==> src/rtl/buck_ss_seq.sv <==
module buck_ss_seq #(
  parameter int REF_W      = 8,
  parameter int REF_MAX    = 200,
  parameter int STEP_LOG2  = 3,
  parameter int HOLD_TICKS = 2048,
  parameter int DIS_TICKS  = 4500
) (
  input  logic             clk,
  input  logic             rst_n,
  input  logic             tick,
  input  logic             uvlo_ok,
  input  logic             prog_done,
  input  logic             oc_evt,
  input  logic             fb_uv,
  input  logic             fb_ov,
  input  logic             dis_req,
  input  logic             hs_switched,
  output logic [REF_W-1:0] ref_code,
  output logic             hs_en,
  output logic             ls_en,
  output logic             ls_force
);
  localparam int SS_LEN = REF_MAX << STEP_LOG2;
  localparam int CW     = $clog2(HOLD_TICKS + SS_LEN + 1);
  localparam int DW     = $clog2(DIS_TICKS + 1);

  typedef enum logic [2:0] {S_OFF, S_SOFT, S_RUN, S_HOLD, S_DIS} st_t;

  st_t           st;
  logic [CW-1:0] cnt;
  logic [DW-1:0] dis_cnt;
  logic          oc_prev, hs_seen;

  wire           active  = (st == S_SOFT) || (st == S_RUN);
  wire           armed   = uvlo_ok && prog_done;
  wire           oc_trip = active && tick && oc_evt && oc_prev;
  wire           dis_hit = dis_req && (dis_cnt == DW'(DIS_TICKS));
  wire           ss_last = tick && (cnt == CW'(SS_LEN - 1));
  wire [CW-1:0]  ss_rem  = CW'(SS_LEN) - cnt;
  wire [CW-1:0]  cnt_sh  = cnt >> STEP_LOG2;

  always_ff @(posedge clk or negedge rst_n) begin
    if (!rst_n) begin
      st <= S_OFF; cnt <= '0; hs_seen <= 1'b0;
    end else if (!uvlo_ok) begin
      st <= S_OFF; cnt <= '0; hs_seen <= 1'b0;
    end else begin
      case (st)
        S_OFF:
          if (prog_done) begin st <= S_SOFT; cnt <= '0; hs_seen <= 1'b0; end
        S_SOFT:
          if (dis_hit) st <= S_DIS;
          else if (oc_trip) begin st <= S_HOLD; cnt <= CW'(HOLD_TICKS) + ss_rem; end
          else begin
            if (hs_switched) hs_seen <= 1'b1;
            if (ss_last) begin st <= S_RUN; cnt <= '0; end
            else if (tick) cnt <= cnt + 1'b1;
          end
        S_RUN:
          if (dis_hit) st <= S_DIS;
          else if (oc_trip || fb_uv) begin st <= S_HOLD; cnt <= CW'(HOLD_TICKS); end
        S_HOLD:
          if (dis_hit) st <= S_DIS;
          else if (tick) begin
            if (cnt == CW'(1)) begin st <= S_SOFT; cnt <= '0; hs_seen <= 1'b0; end
            else cnt <= cnt - 1'b1;
          end
        default:
          if (!dis_req) begin st <= S_SOFT; cnt <= '0; hs_seen <= 1'b0; end
      endcase
    end
  end

  always_ff @(posedge clk or negedge rst_n) begin
    if (!rst_n)                oc_prev <= 1'b0;
    else if (!active || !uvlo_ok) oc_prev <= 1'b0;
    else if (tick)             oc_prev <= oc_evt;
  end

  always_ff @(posedge clk or negedge rst_n) begin
    if (!rst_n)                  dis_cnt <= '0;
    else if (!dis_req || !uvlo_ok) dis_cnt <= '0;
    else if (tick && !dis_hit)   dis_cnt <= dis_cnt + 1'b1;
  end

  assign ls_force = armed && fb_ov;
  assign hs_en    = !ls_force && active;
  assign ls_en    = !ls_force && ((st == S_RUN) || (st == S_SOFT && hs_seen));
  assign ref_code = (st == S_RUN)  ? REF_W'(REF_MAX) :
                    (st == S_SOFT) ? REF_W'(cnt_sh) : '0;

  assert_ref_bound_R2: assert property (@(posedge clk) disable iff (!rst_n)
    ref_code <= REF_W'(REF_MAX));
  assert_ref_monotonic_R2: assert property (@(posedge clk) disable iff (!rst_n)
    (st == S_SOFT && $past(st) == S_SOFT) |-> ref_code >= $past(ref_code));
  assert_hold_cause_R3: assert property (@(posedge clk) disable iff (!rst_n)
    (st == S_HOLD && $past(st) != S_HOLD) |-> ($past(oc_evt && tick) || $past(fb_uv)));
  assert_ov_exclusive_R5: assert property (@(posedge clk) disable iff (!rst_n)
    ls_force |-> (!hs_en && !ls_en));
  assert_prebias_mask_R6: assert property (@(posedge clk) disable iff (!rst_n)
    (st == S_SOFT && $past(st) == S_SOFT && !ls_force && !$past(ls_force) && $rose(ls_en))
      |-> $past(hs_switched));
  assert_uvlo_off_R8: assert property (@(posedge clk) disable iff (!rst_n)
    !uvlo_ok |=> (!hs_en && !ls_en && ref_code == '0));
endmodule

==> config.mk <==
export PLATFORM = sky130hd
export DESIGN_NAME = buck_ss_seq
export DESIGN_NICKNAME = d
export VERILOG_FILES = /design/src/rtl/buck_ss_seq.sv
export SDC_FILE = /design/constraint.sdc
export NUM_CORES = 1
export LEC_CHECK = 0
export ABC_CLOCK_PERIOD_IN_PS = 3200
export BUFFER_PORTS_ARGS = -buffer_cell sky130_fd_sc_hd__buf_2
export CAP_MARGIN = 10
export CELL_PAD_IN_SITES_DETAIL_PLACEMENT = 0
export CELL_PAD_IN_SITES_GLOBAL_PLACEMENT = 1
export CORE_UTILIZATION = 45
export DETAILED_ROUTE_END_ITERATION = 16
export MAX_ROUTING_LAYER = met4
export PLACE_DENSITY_LB_ADDON = 0.1
export RECOVER_POWER = 100
export SYNTH_ARGS = -nofsm -noshare
export SYNTH_HDL_FRONTEND = slang
export SYNTH_SLANG_ARGS = --single-unit
==> constraint.sdc <==
create_clock -name clk -period 3.2 [get_ports clk]
set_input_delay 0.8 -clock clk [delete_from_list [all_inputs] [get_ports clk]]
set_output_delay 0.8 -clock clk [all_outputs]
set_load 0.005 [all_outputs]
==> results of run 1 <==
-- state kept, by name (all words and copies together) (netlist names) --
| name | flops |
|---|---|
| hs_seen | 1 |
| dis_cnt | 13 |
| st | 3 |
| oc_prev | 1 |
| cnt | 12 |
-- placed cells by master, fill, tap and decap left out, types with 6 or more instances in the layout --
master    instances
nand2_1          29
dfrtp_1          30
buf_4            12
or3_1             6
nand3_1          15
ha_1              6
a31oi_1           6
inv_1             9
buf_2            16
o21ai_0          24
nor2_1           29
and3_1            6
xnor2_1           9
xor2_1            7
nor4_1            7
nor3b_1           9
clkbuf_8          6
a21oi_1          18
-- cell usage after synthesis (7+ instances only) --
cell type | number | area (µm²)
dfrtp_1 | 30 | 751
nand2_1 | 29 | 109
nor2_1 | 29 | 109
o21ai_0 | 24 | 120
a21oi_1 | 17 | 85.1
clkbuf_1 | 17 | 63.8
nand3_1 | 15 | 75.1
inv_1 | 9 | 33.8
nor3b_1 | 9 | 67.6
xnor2_1 | 9 | 78.8
and2_1 | 7 | 43.8
nor4_1 | 7 | 43.8
xor2_1 | 7 | 61.3
-- cell families (layout without fill, tap and decap cells) --
| logic type | Yosys count | after routing | synth area share |
|---|---|---|---|
| AND/OR/NAND/NOR | 132 | 132 | 0.279 |
| AO/OA/AOI/OAI | 102 | 102 | 0.278 |
| buffers and inverters | 31 | 50 | 0.0507 |
| flip-flops | 30 | 30 | 0.298 |
| XOR/XNOR | 16 | 16 | 0.0556 |
| adder cells (fa/ha/maj) | 6 | 6 | 0.0298 |
| multiplexers | 2 | 2 | 0.00844 |
-- metal layers --
layer | vias to the layer above | GRT usage | part of all wire
met5 | - | - | 0
met4 | 0 | 0.0654 | 0.0072
met3 | 5 | 0.0464 | 0.097
met2 | 146 | 0.394 | 0.43
met1 | 1262 | 0.403 | 0.47
li1 | 1238 | - | -
-- critical path: stages (launching register included) --
cell and delay [ns]:
dfrtp_1 0.42, or4b_1 0.55, or4_1 0.79, o21ai_0 0.59
o21ai_0 0.19, o21ai_0 0.12
-- how the worst min path moves through the flow --
stage	from	to	slack, ns	depth (start not counted)
4_1_cts	dis_cnt[12]	dis_cnt[12]	0.56	2
2_1_floorplan	rst_n	cnt[0]	0.50	0
3_3_place_gp	dis_cnt[12]	dis_cnt[12]	0.54	2
5_1_grt	dis_cnt[12]	dis_cnt[12]	0.59	2
6_report	dis_cnt[12]	dis_cnt[12]	0.55	2
3_5_place_dp	dis_cnt[12]	dis_cnt[12]	0.54	2
-- area by class of cell --
class	instances	area [µm²]	area share
timing repair buffer	33	189	0.0680
tap	70	87.6	0.0315
sequential	30	751	0.270
inverter	9	33.8	0.0122
clock buffer	6	82.6	0.0297
clock inverter	2	12.5	0.00450
multi-input combinational	258	1620	0.584
-- through the flow --
step | worst slack (ns) | cell area (µm²) | hold WS (ns) | total power, mW
final | 0.442 | 2780 | 0.550 | 1.79
after global routing | 0.335 | 2780 | 0.586 | 1.91
after CTS | 0.595 | 2810 | 0.558 | 1.78
after detailed placement | 0.589 | 2710 | 0.538 | 1.44
after global placement | 0.558 | 2710 | 0.539 | 1.45
after floorplan | 0.927 | 2520 | 0.504 | 1.15
-- power by group through the flow --
stage | Clock, mW | Combinational, mW | Sequential, mW
detailed placement | 0 | 0.922 | 0.519
floorplan | 0 | 0.704 | 0.448
CTS | 0.342 | 0.928 | 0.511
global placement | 0 | 0.936 | 0.519
finish | 0.331 | 0.948 | 0.514
global route | 0.356 | 1.04 | 0.521
==> impl_metrics.ini, run 1 <==
[outcome]
status = finished with violations
violations = capacitance limit, slew limit

[timing]
relSlewSlack = -0.197
fmax_mhz = 363
rsz0062_at_grt = no
finalMaxSlewViolations = 31
tightest_slew_ns = 1.80
hold_viol = 0
layout_min_cycle_time_ns = 2.76
setup_tns_ns = 0
fin_worst_skew_ns = 0.00579
min_period_over_period = 0.862
finalSetupViolations = 0

[placement]
gp_congestion = 0.886
place_inst = 400
hpwlAfterDp_um = 5390
portBuffers = 20

[worst_setup_path]
required_ns = 3.40
crit_arrival_ns = 2.96
setup.worst_path.start = dis_cnt[6]
cp-start-kind = flip-flop
endpoint_kind = flip-flop
r2r_cells = 5
r2r_start = dis_cnt[6]
r2r_setup_slack_ns = 0.44
r2r_end = cnt[2]
crit_type = reg -> reg
worstPathMaxFanout = 17
worstSetupEndpoint = cnt[2]

[pwr]
powerDensity_mw_per_mm2 = 645
p_sw_frac = 0.469
pwr-share-seq = 0.287
total_leakage_power_nw = 1.15
pwr-share-comb = 0.529
clockPowerShare = 0.184
peakVddDrop_mv = 0.340
p_switching_mw = 0.840
power.internal_mw = 0.952

[floorplanning]
die_area_mm2 = 0.00590
start_util = 0.481
core_area_mm2 = 0.00524
io_pins = 21
die_h_um = 76.8
die_width_um = 76.8
std_cell_rows = 26

[layout]
final_cells = 408
layout-drive-gt1-share = 0.124
area_growth_pct = 10.3
nets = 353
nFillCells = 537
antenna_cells = 0
fin_util = 0.530

[synthesis]
seq_area_frac_synth = 0.298
syn_avg_cell_area_um2 = 7.90
synth_edf_count = 0
netlist_area_mm2 = 0.00252
syn_inst = 319
ys.warnings.count = 0
synthArstFlopShare = 1.00
synth_ff_type = dfrtp_1
synth_seq_cells = 30
synth_cell_types = 62
syn-num-nets = 335

[route]
num_vias = 2651
drc = 0
via_per_inst = 6.50
final_antenna_net_count = 0
wl_per_cell_um = 18.8
first_pass_iters = 5
drt_iter0_drc = 298
drt_wl_total_um = 7670

[cts]
root_buffer = clkbuf_8
cts_tree = done
clk_path_buf_depth = 2
hold_buffers = 0
clkLatencyLatePin_ns = 0.29
tritoncts.num_buffers = 5
cts_setup_buffers = 0
cts_resized = 0
cts.sinks = 30
clkTransAtPathRegs_ns = 0.07
htreeDepth = 2

[grt]
grt_overflow = 0
grt_pass1_wl_um = 12400
grt_start_max_net_pins = 31
grt_pass1_vias = 2370
gr-usage-all-layers = 0.276
antenna_found_initial = 0

[hold_path]
hold_path.class = reg -> reg

[run]
drv_cap = 1
(Power assumes the default switching activity.)
==> inputs of run 2 (changes only) <==
--- a/config.mk
+++ b/config.mk
@@ -7,3 +7,3 @@
 export LEC_CHECK = 0
-export ABC_CLOCK_PERIOD_IN_PS = 3200
+export ABC_CLOCK_PERIOD_IN_PS = 3300
 export BUFFER_PORTS_ARGS = -buffer_cell sky130_fd_sc_hd__buf_2
@@ -12,3 +12,3 @@
 export CELL_PAD_IN_SITES_GLOBAL_PLACEMENT = 1
-export CORE_UTILIZATION = 45
+export CORE_UTILIZATION = 48
 export DETAILED_ROUTE_END_ITERATION = 16
==> constraint.sdc (replaced) <==
create_clock -name clk -period 3.3 [get_ports clk]
set_input_delay 0.33 -clock clk [delete_from_list [all_inputs] [get_ports clk]]
set_output_delay 0.33 -clock clk [all_outputs]
set_load 0.005 [all_outputs]
==> run 2 against run 1 <==
  * Critical endpoint is now dis_cnt[11]
  * Cell count shrank 2.7%
  * Routed wire length shrank 4.1%
  * Register-to-register slack better by 0.07 ns
  * Count of clock-buffer cells in the layout is the same
  * Design area fell by 2.0%
  * Setup slack better by 0.069 ns
  * The run still ends with capacitance limit, slew limit left
  * First-iteration DRC count increased by 65%
==> impl_metrics.ini, run 2 (synthesis results as in run 1) <==
[worst_setup_path]
r2r_start = dis_cnt[6]
cp-start-kind = flip-flop
critPathMaxStageDelay_ns = 0.89
r2r_end = dis_cnt[11]
crit_chain = or4b_1 -> o41ai_1 -> a311o_1 -> nor4_1 -> xnor2_1 -> nor2_1
r2r_setup_slack_ns = 0.51
worstSetupEndpoint = dis_cnt[11]
endpoint_kind = flip-flop
path_buf_inv = 0
slowest_stage = o41ai_1
crit_type = reg -> reg
required_ns = 3.45
setup.worst_path.start = dis_cnt[6]
crit_arrival_ns = 2.94
r2r_cells = 6
worstPathMaxFanout = 9
critPathTopFamily = compound AO/OA/AOI/OAI gates
cp_num_cells = 6

[placement]
hpwlAfterDp_um = 5290
pre_cts_ws_ns = 0.724
portBuffers = 20
gp_congestion = 0.954

[route]
final_antenna_net_count = 0
via_per_inst = 6.63
wl_per_cell_um = 18.5
drt_iter0_drc = 492
first_pass_iters = 6
num_vias = 2633
drt_wl_total_um = 7350
drc = 0

[timing]
setup_tns_ns = 0
rsz0062_at_grt = no
min_period_over_period = 0.845
hold_viol = 0
tightest_slew_ns = 1.73
finalSetupViolations = 0
fin_worst_skew_ns = 0.00620
finalMaxSlewViolations = 31
fmax_mhz = 359
timing.final.ws_setup_ns = 0.511
relSlewSlack = -0.152
layout_min_cycle_time_ns = 2.79

[layout]
mostFrequentLayoutCells = 30 x dfrtp_1, 29 x nand2_1, 29 x nor2_1, 24 x o21ai_0, 17 x a21oi_1
fin_util = 0.558
layout-drive-gt1-share = 0.112
area_growth_pct = 8.10
nets = 345
final_common_cell = dfrtp_1
largest_reg_flops = 13
largest_register = dis_cnt
largestRegisters = dis_cnt (13), cnt (12), st (3)
antenna_cells = 0

[hold_path]
hold-path-cell-count = 3
hold_path.class = in -> reg

[grt]
gr-usage-all-layers = 0.295
grt_pass1_wl_um = 11700
grt_pass1_vias = 2276
grt_overflow = 0
antenna_found_initial = 0
grt_start_max_net_pins = 31

[cts]
clkTransAtPathRegs_ns = 0.07
tritoncts.num_buffers = 5
hold_buffers = 0
htreeDepth = 2
cts.sinks = 30
cts_resized = 0
cts_tree = done
root_buffer = clkbuf_8
clkLatencyLatePin_ns = 0.29
clk_path_buf_depth = 2
cts_setup_buffers = 0

[pwr]
peakVddDrop_mv = 0.502
powerDensity_mw_per_mm2 = 637
total_leakage_power_nw = 1.12

[floorplanning]
die_area_mm2 = 0.00554
die_h_um = 74.4
std_cell_rows = 25
core_area_mm2 = 0.00488
start_util = 0.516
die_width_um = 74.4
io_pins = 21

[outcome]
violations = capacitance limit, slew limit
status = finished with violations

[run]
drv_cap = 1
run 2: final cells by class:
type,instances,area [µm²]
tap,67,83.8
timing repair buffer,25,134
multi-input combinational,258,1630
clock buffer,6,82.6
clock inverter,2,12.5
fill,470,2160
sequential,30,751
inverter,9,33.8
run 2: how the worst min path moves through the flow:
stage	start	endpoint
final	oc_evt	oc_prev
after global routing	hs_switched	hs_seen
after CTS	rst_n	cnt[6]
after detailed placement	rst_n	cnt[6]
after global placement	rst_n	cnt[8]
after floorplan	rst_n	cnt[0]
run 2: power by group:
group	leakage (nW)	switching, mW	total (mW)	internal (mW)
combinational	0.654	0.556	0.905	0.349
clock	0.0472	0.153	0.321	0.168
sequential	0.415	0.103	0.508	0.405
run 2: worst register-to-register path, delay by kind of cell, from the launching register on:
family	cells	cell delay, ns
XOR/XNOR	1	0.15
flip-flops	1	0.41
AND/OR/NAND/NOR	3	0.74
AO/OA/AOI/OAI	2	1.37
run 2: layer usage:
layer / global-route usage / wire length, µm / share of wire / vias up
met2: 0.425 / 3220 / 0.44 / 148
met1: 0.412 / 3370 / 0.46 / 1248
met5: - / 0 / 0 / -
met4: 0.101 / 134 / 0.018 / 0
li1: - / - / - / 1220
met3: 0.0528 / 629 / 0.086 / 17
run 2: per-stage QoR:
step	instances	power [mW]	hold WS [ns]	instance area (µm²)
detailed placement	389	1.39	0.424	2650
finish	397	1.73	0.416	2720
global placement	389	1.40	0.421	2650
floorplan	319	1.12	0.0344	2520
CTS	397	1.72	0.114	2740
global route	397	1.83	0.452	2720
==> inputs of run 3 (changes only) <==
- ABC_AREA: not set -> 1
- ABC_CLOCK_PERIOD_IN_PS: 3300 -> 2300
- CORE_UTILIZATION: 48 -> 39
- clock period: 3.3 -> 2.3 ns (I/O delays scaled with it)
==> run 3 against run 2 <==
  * The flow still finishes with violations (capacitance limit, slew limit)
  * Setup slack got worse by 0.18 ns
  * Sequential share of layout area fell by 2.6 points
  * Critical endpoint is now cnt[10]
  * Synthesized area rose by 9.1%
  * First-iteration DRC count fell by 67%
  * Critical path type unchanged
  * Synthesized cell count rose by 36%
  * Highest routed layer unchanged
  * Power rose by 46%
  * Sequential cell count did not move
  * Design area rose by 11%
  * Clock power rose by 41%
  * Cell count rose by 39%
  * Via count rose by 5.4%
  * Combinational power rose by 58%
==> impl_metrics.ini, run 3 <==
[outcome]
status = finished with violations
violations = capacitance limit, slew limit

[synthesis]
synth_most_common_cell = nand2_1
syn_inst = 433
seq_area_frac_synth = 0.273
synthArstFlopShare = 1.00
netlist_area_mm2 = 0.00275
synth_cell_types = 32
ys.warnings.count = 0
synth_seq_cells = 30
ys_top_cells_by_area = dfrtp_1 27%, nand2_1 19%, nand3_1 9.5%
syn_avg_cell_area_um2 = 6.35
synth_top_area_frac = 0.273
syn-num-nets = 449
synth_edf_count = 0
synth_ff_type = dfrtp_1
synth_area_leader_cell = dfrtp_1
synthTopCellsByCount = 138 x nand2_1, 52 x nand3_1, 41 x nor2_1

[worst_setup_path]
crit_chain = inv_2 -> nor2_4 -> nand2_1 -> nand2_4 -> o211ai_1 -> nand2_4 -> nor2_8 -> nand2_1 -> nand2_1
critPathTopFamily = simple AND/OR/NAND/NOR gates
required_ns = 2.53
r2r_setup_slack_ns = 0.33
cp_num_cells = 9
r2r_cells = 9
path_buf_inv = 1
path_common_cell = nand2_1
crit_arrival_ns = 2.20
critPathMaxStageDelay_ns = 0.41
slowest_stage = dfrtp_1
cp-start-kind = flip-flop
endpoint_kind = flip-flop
worstPathMaxFanout = 14
crit_type = reg -> reg

[cts]
cts_resized = 0
htreeDepth = 2
cts_tree = done
cts_setup_buffers = 0
cts.sinks = 30
root_buffer = clkbuf_8
clkLatencyLatePin_ns = 0.28
clkTransAtPathRegs_ns = 0.07
clk_path_buf_depth = 2
tritoncts.num_buffers = 5
hold_buffers = 0

[floorplanning]
die_h_um = 86.0
std_cell_rows = 30
die_area_mm2 = 0.00739
start_util = 0.405
io_pins = 21
die_width_um = 86.0
core_area_mm2 = 0.00679

[route]
first_pass_iters = 4
final_antenna_net_count = 0
drt_iter0_drc = 164
drt_wl_total_um = 7690
via_per_inst = 5.02
drc = 0
num_vias = 2774
wl_per_cell_um = 13.9

[grt]
grt_busiest_layer = met2
grt_pass1_wl_um = 12800
grt_pass1_vias = 2598
grt_util_met1 = 0.282
grt_use_met2 = 0.387
gr-usage-all-layers = 0.232
grt_start_max_net_pins = 31
antenna_found_initial = 0
grtUsageMet3 = 0.0356
grt_overflow = 0

[timing]
relSlewSlack = -0.109
fmax_mhz = 509
setup_tns_ns = 0
finalMaxSlewViolations = 31
rsz0062_at_grt = no
layout_min_cycle_time_ns = 1.97
min_period_over_period = 0.855
fin_hold_ws_ns = 0.328
fin_worst_skew_ns = 0.0102
hold_viol = 0
timing.final.ws_setup_ns = 0.334
finalSetupViolations = 0
tightest_slew_ns = 1.66

[layout]
largest_register = dis_cnt
largest_reg_flops = 13
final_common_cell = nand2_1
antenna_cells = 0
layout-drive-gt1-share = 0.140
mostFrequentLayoutCells = 140 x nand2_1, 52 x nand3_1, 42 x nor2_1, 37 x inv_1, 30 x dfrtp_1
area_growth_pct = 9.56
nets = 472
fin_util = 0.443
largestRegisters = dis_cnt (13), cnt (12), st (3)

[placement]
portBuffers = 20
pre_cts_ws_ns = 0.442
gp_congestion = 0.839
hpwlAfterDp_um = 6010

[hold_path]
hold_path.class = in -> reg
hold-path-cell-count = 3

[run]
drv_cap = 1

[pwr]
powerDensity_mw_per_mm2 = 843
total_leakage_power_nw = 1.48
finalPower_mw = 2.54
peakVddDrop_mv = 0.525
[run 3: cell types whose count changed in the layout (fill, tap and decap cells not counted), sizes merged, moves of 7 or more]
| cell | change |
|---|---|
| nand2 | +124 |
| inv | +37 |
| nand3 | +37 |
| nor2 | +25 |
| xnor2 | -9 |
| a21oi | -7 |
| and2 | -7 |
| xor2 | +7 |
[run 3: final cells by class]
cell class,instances,area (µm²)
clock buffer,6,82.6
clock inverter,2,12.5
multi-input combinational,348,1750
timing repair buffer,25,126
sequential,30,751
inverter,46,173
fill,754,3780
tap,96,120
[run 3: cell families after synthesis]
kind of cell / share of synthesized area
and+or+nand+nor: 0.478
buffers and inverters: 0.0888
AOI/OAI and AO/OA: 0.0879
DFF: 0.273
xor gates and xnor gates: 0.0446
adders and majority gates: 0.0273
[run 3: final timing paths]
check                             start          to
worst max-delay path              st[0]     cnt[10]
worst min-delay path            dis_req  dis_cnt[2]
worst max register to register    st[0]     cnt[10]
worst min register to register  hs_seen     hs_seen
max in group asynchronous         rst_n      cnt[0]
min in group asynchronous         rst_n      cnt[9]
[run 3: routing by layer]
layer | up-vias | share of wire | wire length, µm
li1 | 1437 | - | -
met1 | 1259 | 0.46 | 3530
met2 | 65 | 0.48 | 3710
met3 | 13 | 0.032 | 246
met4 | 0 | 0.027 | 211
met5 | - | 0 | 0
[run 3: power by group]
| group | leakage (nW) | internal (mW) | switching, mW |
|---|---|---|---|
| clock network | 0.0472 | 0.240 | 0.212 |
| registers | 0.414 | 0.586 | 0.0708 |
| logic | 1.02 | 0.467 | 0.961 |
| total | 1.48 | 1.29 | 1.24 |
[run 3: worst register-to-register path, cell delays in order, from the launching register on]
cell and delay, ns:
dfrtp_1 0.41, inv_2 0.10, nor2_4 0.04, nand2_1 0.36, nand2_4 0.14, o211ai_1 0.34
nand2_4 0.21, nor2_8 0.20, nand2_1 0.08, nand2_1 0.06
[run 3: metrics by stage]
stage               std cells  cell area [µm²]
finish                    553             3010
global route              553             3010
CTS                       553             3030
detailed placement        545             2940
global placement          545             2940
floorplan                 433             2750
